File: src/rtl/csblk_pkg.sv
package csblk_pkg;

    localparam int FRAMES_PER_BLOCK = 192;
    localparam int LANES            = 3;
    localparam int LANE_C           = 0;
    localparam int LANE_U           = 1;
    localparam int LANE_V           = 2;

    typedef enum logic [1:0] {
        PRE_Z   = 2'b00,
        PRE_X   = 2'b01,
        PRE_Y   = 2'b10,
        PRE_RSV = 2'b11
    } pre_t;

    typedef struct packed {
        logic v;
        logic u;
        logic c;
    } aux_bits_t;

    function automatic logic opens_frame(pre_t p);
        return (p == PRE_Z) || (p == PRE_X);
    endfunction

    function automatic logic opens_block(pre_t p);
        return p == PRE_Z;
    endfunction

endpackage

File: src/rtl/csblk_framer.sv
module csblk_framer
    import csblk_pkg::*;
#(
    parameter int FRAMES = FRAMES_PER_BLOCK,
    localparam int CNT_W = $clog2(FRAMES)
) (
    input  logic clk,
    input  logic rst,
    input  logic strobe,
    input  pre_t pre,
    output logic mark,
    output logic synced,
    output logic err
);

    localparam logic [CNT_W-1:0] LAST = CNT_W'(FRAMES - 1);

    logic [CNT_W-1:0] cnt;
    logic             is_z;
    logic             is_x;

    always_comb begin
        is_z = strobe && opens_block(pre);
        is_x = strobe && opens_frame(pre) && !opens_block(pre);
    end

    always_ff @(posedge clk) begin
        if (rst) begin
            cnt    <= '0;
            mark   <= 1'b0;
            synced <= 1'b0;
            err    <= 1'b0;
        end else if (is_z) begin
            cnt    <= '0;
            mark   <= synced;
            synced <= 1'b1;
            if (synced) begin
                err <= (cnt != LAST);
            end
        end else if (strobe) begin
            mark <= 1'b0;
            if (is_x && synced) begin
                cnt <= (cnt == LAST) ? '0 : cnt + 1'b1;
            end
        end
    end

endmodule

File: src/rtl/csblk_shifter.sv
module csblk_shifter
    import csblk_pkg::*;
#(
    parameter int NLANE = LANES
) (
    input  logic             clk,
    input  logic             rst,
    input  logic             strobe,
    input  logic [NLANE-1:0] bits_in,
    input  logic             lrck,
    output logic [NLANE-1:0] held,
    output logic [NLANE-1:0] ser
);

    logic lrck_q;
    logic phase_edge;

    always_comb phase_edge = (lrck != lrck_q);

    always_ff @(posedge clk) begin
        if (rst) lrck_q <= 1'b0;
        else     lrck_q <= lrck;
    end

    for (genvar l = 0; l < NLANE; l++) begin : g_lane
        always_ff @(posedge clk) begin
            if (rst) begin
                held[l] <= 1'b0;
                ser[l]  <= 1'b0;
            end else begin
                if (strobe)     held[l] <= bits_in[l];
                if (phase_edge) ser[l]  <= held[l];
            end
        end
    end

endmodule

File: src/rtl/csblk_serializer.sv
module csblk_serializer
    import csblk_pkg::*;
#(
    parameter int FRAMES = FRAMES_PER_BLOCK
) (
    input  logic       clk,
    input  logic       rst,
    input  logic       sf_valid,
    input  logic [1:0] sf_pre,
    input  logic       sf_c,
    input  logic       sf_u,
    input  logic       sf_v,
    input  logic       lrck,
    input  logic       vmode,
    output logic       blk_mark,
    output logic       unsynced,
    output logic       frame_err,
    output logic       c_ser,
    output logic       u_ser,
    output logic       v_ser
);

    pre_t      pre;
    aux_bits_t in_bits;
    aux_bits_t held_bits;
    aux_bits_t ser_bits;
    logic      synced;

    always_comb begin
        pre       = pre_t'(sf_pre);
        in_bits.c = sf_c;
        in_bits.u = sf_u;
        in_bits.v = sf_v;
    end

    csblk_framer #(.FRAMES(FRAMES)) u_framer (
        .clk    (clk),
        .rst    (rst),
        .strobe (sf_valid),
        .pre    (pre),
        .mark   (blk_mark),
        .synced (synced),
        .err    (frame_err)
    );

    csblk_shifter #(.NLANE(LANES)) u_shift (
        .clk     (clk),
        .rst     (rst),
        .strobe  (sf_valid),
        .bits_in (in_bits),
        .lrck    (lrck),
        .held    (held_bits),
        .ser     (ser_bits)
    );

    always_comb begin
        unsynced = !synced;
        c_ser    = ser_bits.c;
        u_ser    = ser_bits.u;
        v_ser    = vmode ? held_bits.v : ser_bits.v;
    end

endmodule

File: config.mk
export PLATFORM = sky130hd
export DESIGN_NAME = csblk_serializer
export DESIGN_NICKNAME = d
export VERILOG_FILES = /design/src/rtl/csblk_pkg.sv /design/src/rtl/csblk_framer.sv /design/src/rtl/csblk_shifter.sv /design/src/rtl/csblk_serializer.sv
export SDC_FILE = /design/constraint.sdc
export NUM_CORES = 1
export LEC_CHECK = 0
export CORE_MARGIN = 2
export CORE_UTILIZATION = 55
export CTS_BUF_LIST = sky130_fd_sc_hd__clkbuf_8
export DETAILED_ROUTE_END_ITERATION = 8
export PLACE_DENSITY = 0.95
export SLEW_MARGIN = 40
export SYNTH_ARGS = -nofsm -noshare
export SYNTH_HDL_FRONTEND = slang
export SYNTH_SLANG_ARGS = --single-unit
File: constraint.sdc
create_clock -name clk -period 4.32 [get_ports clk]
set_input_delay 0.648 -clock clk [delete_from_list [all_inputs] [get_ports clk]]
set_output_delay 0.648 -clock clk [all_outputs]
set_load 0.01 [all_outputs]
==> qor_table.md <==
| Parameter | This run | Unit |
|---|---|---|
| Pin count of the biggest net entering global routing | 17 | - |
| Status | finished, final reports clean | - |
| Number of instances in the synthesized netlist | 83 | - |
| Overall track demand over capacity in global routing | 0.2032 | - |
| Main flop type after synthesis | sky130_fd_sc_hd__dfxtp_1 | - |
| I/O pin count | 16 | - |
| Chip Width | 42.16 | µm |
| Core box area | 1334 | µm² |
| Number of global-route vias before repair | 647 | - |
| Via-to-Cell Ratio | 5.991 | - |
| Final routed DRC violation total | 0 | - |
| Maximum level of the CTS H-tree | 1 | - |
| Post-synth top area share | 0.4500 | - |
| Number of failing hold endpoints at the final stage | 0 | - |
| Number of buffers added for setup after CTS | 0 | - |
| Final cycle utilization of the critical path | 0.5952 | - |
| Vias after detailed routing | 677 | - |
| Antenna cell count | 0 | - |
| Initial cell density of the core | 0.6004 | - |
| Leakage power | 0.3675 | nW |
| Total power draw | 0.3394 | mW |
| Total of buffers placed on input and output ports | 15 | - |
| Required time of the critical path | 3.67 | ns |
| Fraction of registers with async set or reset after synthesis | 0 | - |
| Relative slew slack | 0.5412 | - |
| Worst min-delay path category | flop to flop | - |
| Multiplexer share of the synthesized area | 0.1016 | - |
| Resize count post-CTS | 0 | - |
| Global-route congestion overflow total | 0 | - |
| Kind of start point of the critical path | input pin | - |
| XOR/XNOR share of the synthesized area | 0.01094 | - |
| Overall die area | 1777 | µm² |
| DRC violation total after the first TritonRoute iteration | 4 | - |
| Sequential element share of the synthesized area | 0.4500 | - |
| Post-Synth Adder-Cell Area | 0.01563 | - |
| Sum of routed wire length over all layers | 1637 | µm |
| Max Root-Sink Buffers | 2 | - |
| Flip-flop and latch count after synthesis | 18 | - |
| Total CTS buffers | 3 | - |
| IR Drop Worst-Case VDD | 0.2422 | mV |
| Clk root buf | sky130_fd_sc_hd__clkbuf_8 | - |
| Slew Limit Fails | 0 | - |
| Total of max-cap violations | 0 | - |
| Clock Pin Slew Worst Setup and Hold Paths | 0.07 | ns |
| Synthesis-to-finish area growth | 25.62 | % |
| Pwr Density | 337.4 | nW/µm² |
| Post-route minimum period | 2.571 | ns |
| Average wire per standard cell | 14.49 | µm |
| Area fraction in and, or, nand and nor cells after synthesis | 0.2500 | - |
| Transition time at the pin with the least slew margin | 0.6829 | ns |
| Number of nets produced by synthesis | 94 | - |
| Post-route antenna net violation count | 0 | - |
| Maximum fanout encountered on the critical timing path | 1 | - |
| Largest family of logic cells by synthesized area | simple AND/OR/NAND/NOR gates | - |
| Cell with the most instances after synthesis | sky130_fd_sc_hd__dfxtp_1 | - |
| Standard-cell rows | 13 | - |
| Clock sink count | 18 | - |
| Average footprint of a synthesized cell | 9.648 | µm² |
| Number of fillers in the final layout | 85 | - |
| Area leader, netlist | sky130_fd_sc_hd__dfxtp_1 | - |
| Kind of critical path | input pin to output pin | - |
| Achievable clock frequency | 388.9 | MHz |
| Number of nets in the layout | 110 | - |
| Footprint of the flip-flops and latches | 360.3 | µm² |
| Element type at the critical path end | output pin | - |
| Unique cell type count in the Yosys netlist | 29 | - |
| Fraction of layout instances using a drive strength above 1 | 0.09184 | - |
| Compound-cell area share of the yosys netlist | 0.1344 | - |
| Gpl congestion | 0.7672 | - |
| Initial antenna violation count | 0 | - |
| Number of warning messages in the yosys log | 0 | - |
| TritonCTS clock tree | yes | - |
| Final setup TNS | 0 | ns |
| Signal arrival time at the worst endpoint | 1.92 | ns |
| Source-to-sink clock delay at the later pin of the worst-skew pair | 0.25 | ns |
| Post-CTS Hold Buffers | 0 | - |
| Cell area after technology mapping | 800.8 | µm² |
| Footprint of the multi-input gates | 410.4 | µm² |
| Number of enable flip-flop cells after synthesis | 0 | - |
| RSZ-0062 raised after global routing | no | - |
| Top post-synthesis cells by area | sky130_fd_sc_hd__dfxtp_1 (45%), sky130_fd_sc_hd__mux2i_1 (8.8%), sky130_fd_sc_hd__nor2_1 (5.2%) | - |
| Wire length of the first global-routing pass | 2787 | µm |
| Drt first pass iters | 4 | - |
| Top cell types by occurrence after synthesis | sky130_fd_sc_hd__dfxtp_1 (18), sky130_fd_sc_hd__nor2_1 (11), sky130_fd_sc_hd__mux2i_1 (7) | - |
| Die H | 42.16 | µm |
| Setup skew after layout | 0.002555 | ns |
| Final setup violation count | 0 | - |
-- flip-flops by register name, indices dropped and copies added, names as in the netlist --
register and cells:
u_framer.err 1, u_framer.synced 1, u_framer.mark 1, u_shift.held 3, u_framer.cnt 8, u_shift.lrck_q 1
u_shift.ser 3
-- final cells by class --
class | instances | area share
Clock buffer | 4 | 0.05473
Sequential cell | 18 | 0.3582
Tap cell | 15 | 0.01866
Multi-Input combinational cell | 58 | 0.4080
Inverter | 3 | 0.01119
Timing Repair Buffer | 15 | 0.1493
-- layout by cell type, fill, tap and decap left out --
master                            count
sky130_fd_sc_hd__or3_1                3
sky130_fd_sc_hd__a311oi_1             1
sky130_fd_sc_hd__nand4_1              2
sky130_fd_sc_hd__o22ai_1              1
sky130_fd_sc_hd__or4_1                2
sky130_fd_sc_hd__xnor2_1              1
sky130_fd_sc_hd__or4_4                1
sky130_fd_sc_hd__nand3_1              3
sky130_fd_sc_hd__a211oi_2             1
sky130_fd_sc_hd__clkbuf_8             4
sky130_fd_sc_hd__nor2b_1              2
sky130_fd_sc_hd__nor2_1              11
sky130_fd_sc_hd__clkdlybuf4s50_1     15
sky130_fd_sc_hd__o31ai_1              3
sky130_fd_sc_hd__ha_1                 1
sky130_fd_sc_hd__or2_1                1
sky130_fd_sc_hd__inv_1                3
sky130_fd_sc_hd__mux2i_1              7
sky130_fd_sc_hd__nand2_1              1
sky130_fd_sc_hd__or4b_1               1
sky130_fd_sc_hd__nand3b_1             1
sky130_fd_sc_hd__mux2_2               1
sky130_fd_sc_hd__nor3b_2              1
sky130_fd_sc_hd__a211oi_1             3
sky130_fd_sc_hd__nor3_1               2
sky130_fd_sc_hd__o21ai_0              3
sky130_fd_sc_hd__a21oi_1              4
sky130_fd_sc_hd__dfxtp_1             18
sky130_fd_sc_hd__nand4b_4             1
-- final timing paths --
kind / end / from / slack, ns / depth (start not counted)
min reg2reg: u_shift.held[1] / u_shift.held[1] / 0.50 / 2
max: v_ser / vmode / 1.75 / 3
min: u_shift.held[1] / u_shift.held[1] / 0.50 / 2
max reg2reg: u_framer.cnt[1] / u_framer.synced / 2.73 / 3
-- critical path, stage by stage --
cell	delay, ns
sky130_fd_sc_hd__clkdlybuf4s50_1	0.46
sky130_fd_sc_hd__mux2_2	0.33
sky130_fd_sc_hd__clkdlybuf4s50_1	0.48
-- through the flow --
step	worst slack, ns	instances	cell area (µm²)	utilization	hold slack, ns
3_3_place_gp	1.768	109	950.9	0.7129	0.4777
2_1_floorplan	2.556	83	800.8	-	0.4596
4_1_cts	1.744	113	1006	0.7542	0.5080
3_5_place_dp	1.746	109	950.9	0.7129	0.4928
5_1_grt	1.721	113	1006	0.7542	0.5352
6_report	1.749	113	1006	0.7542	0.5001
-- report_power, final --
| group | internal, mW | switching (mW) |
|---|---|---|
| sequential | 0.170 | 0.00304 |
| combinational | 0.0172 | 0.0127 |
| clock | 0.0809 | 0.0555 |
-- metal layers --
| metal | track usage | up-vias | part of all wire |
|---|---|---|---|
| li1 | - | 332 | - |
| met1 | 0.2480 | 311 | 0.44 |
| met2 | 0.3344 | 30 | 0.50 |
| met3 | 0.03879 | 4 | 0.047 |
| met4 | 0.1125 | 0 | 0.012 |
| met5 | 0 | - | 0 |
-- kinds of logic (layout without fill, tap and decap cells) --
logic type	Yosys count	count (layout)
buf+inv	7	22
fa+ha+maj	1	1
compound gates	16	16
mux	8	8
simple gates	32	32
xor+xnor	1	1
flops	18	18
Power figures use the tool's default switching activity.
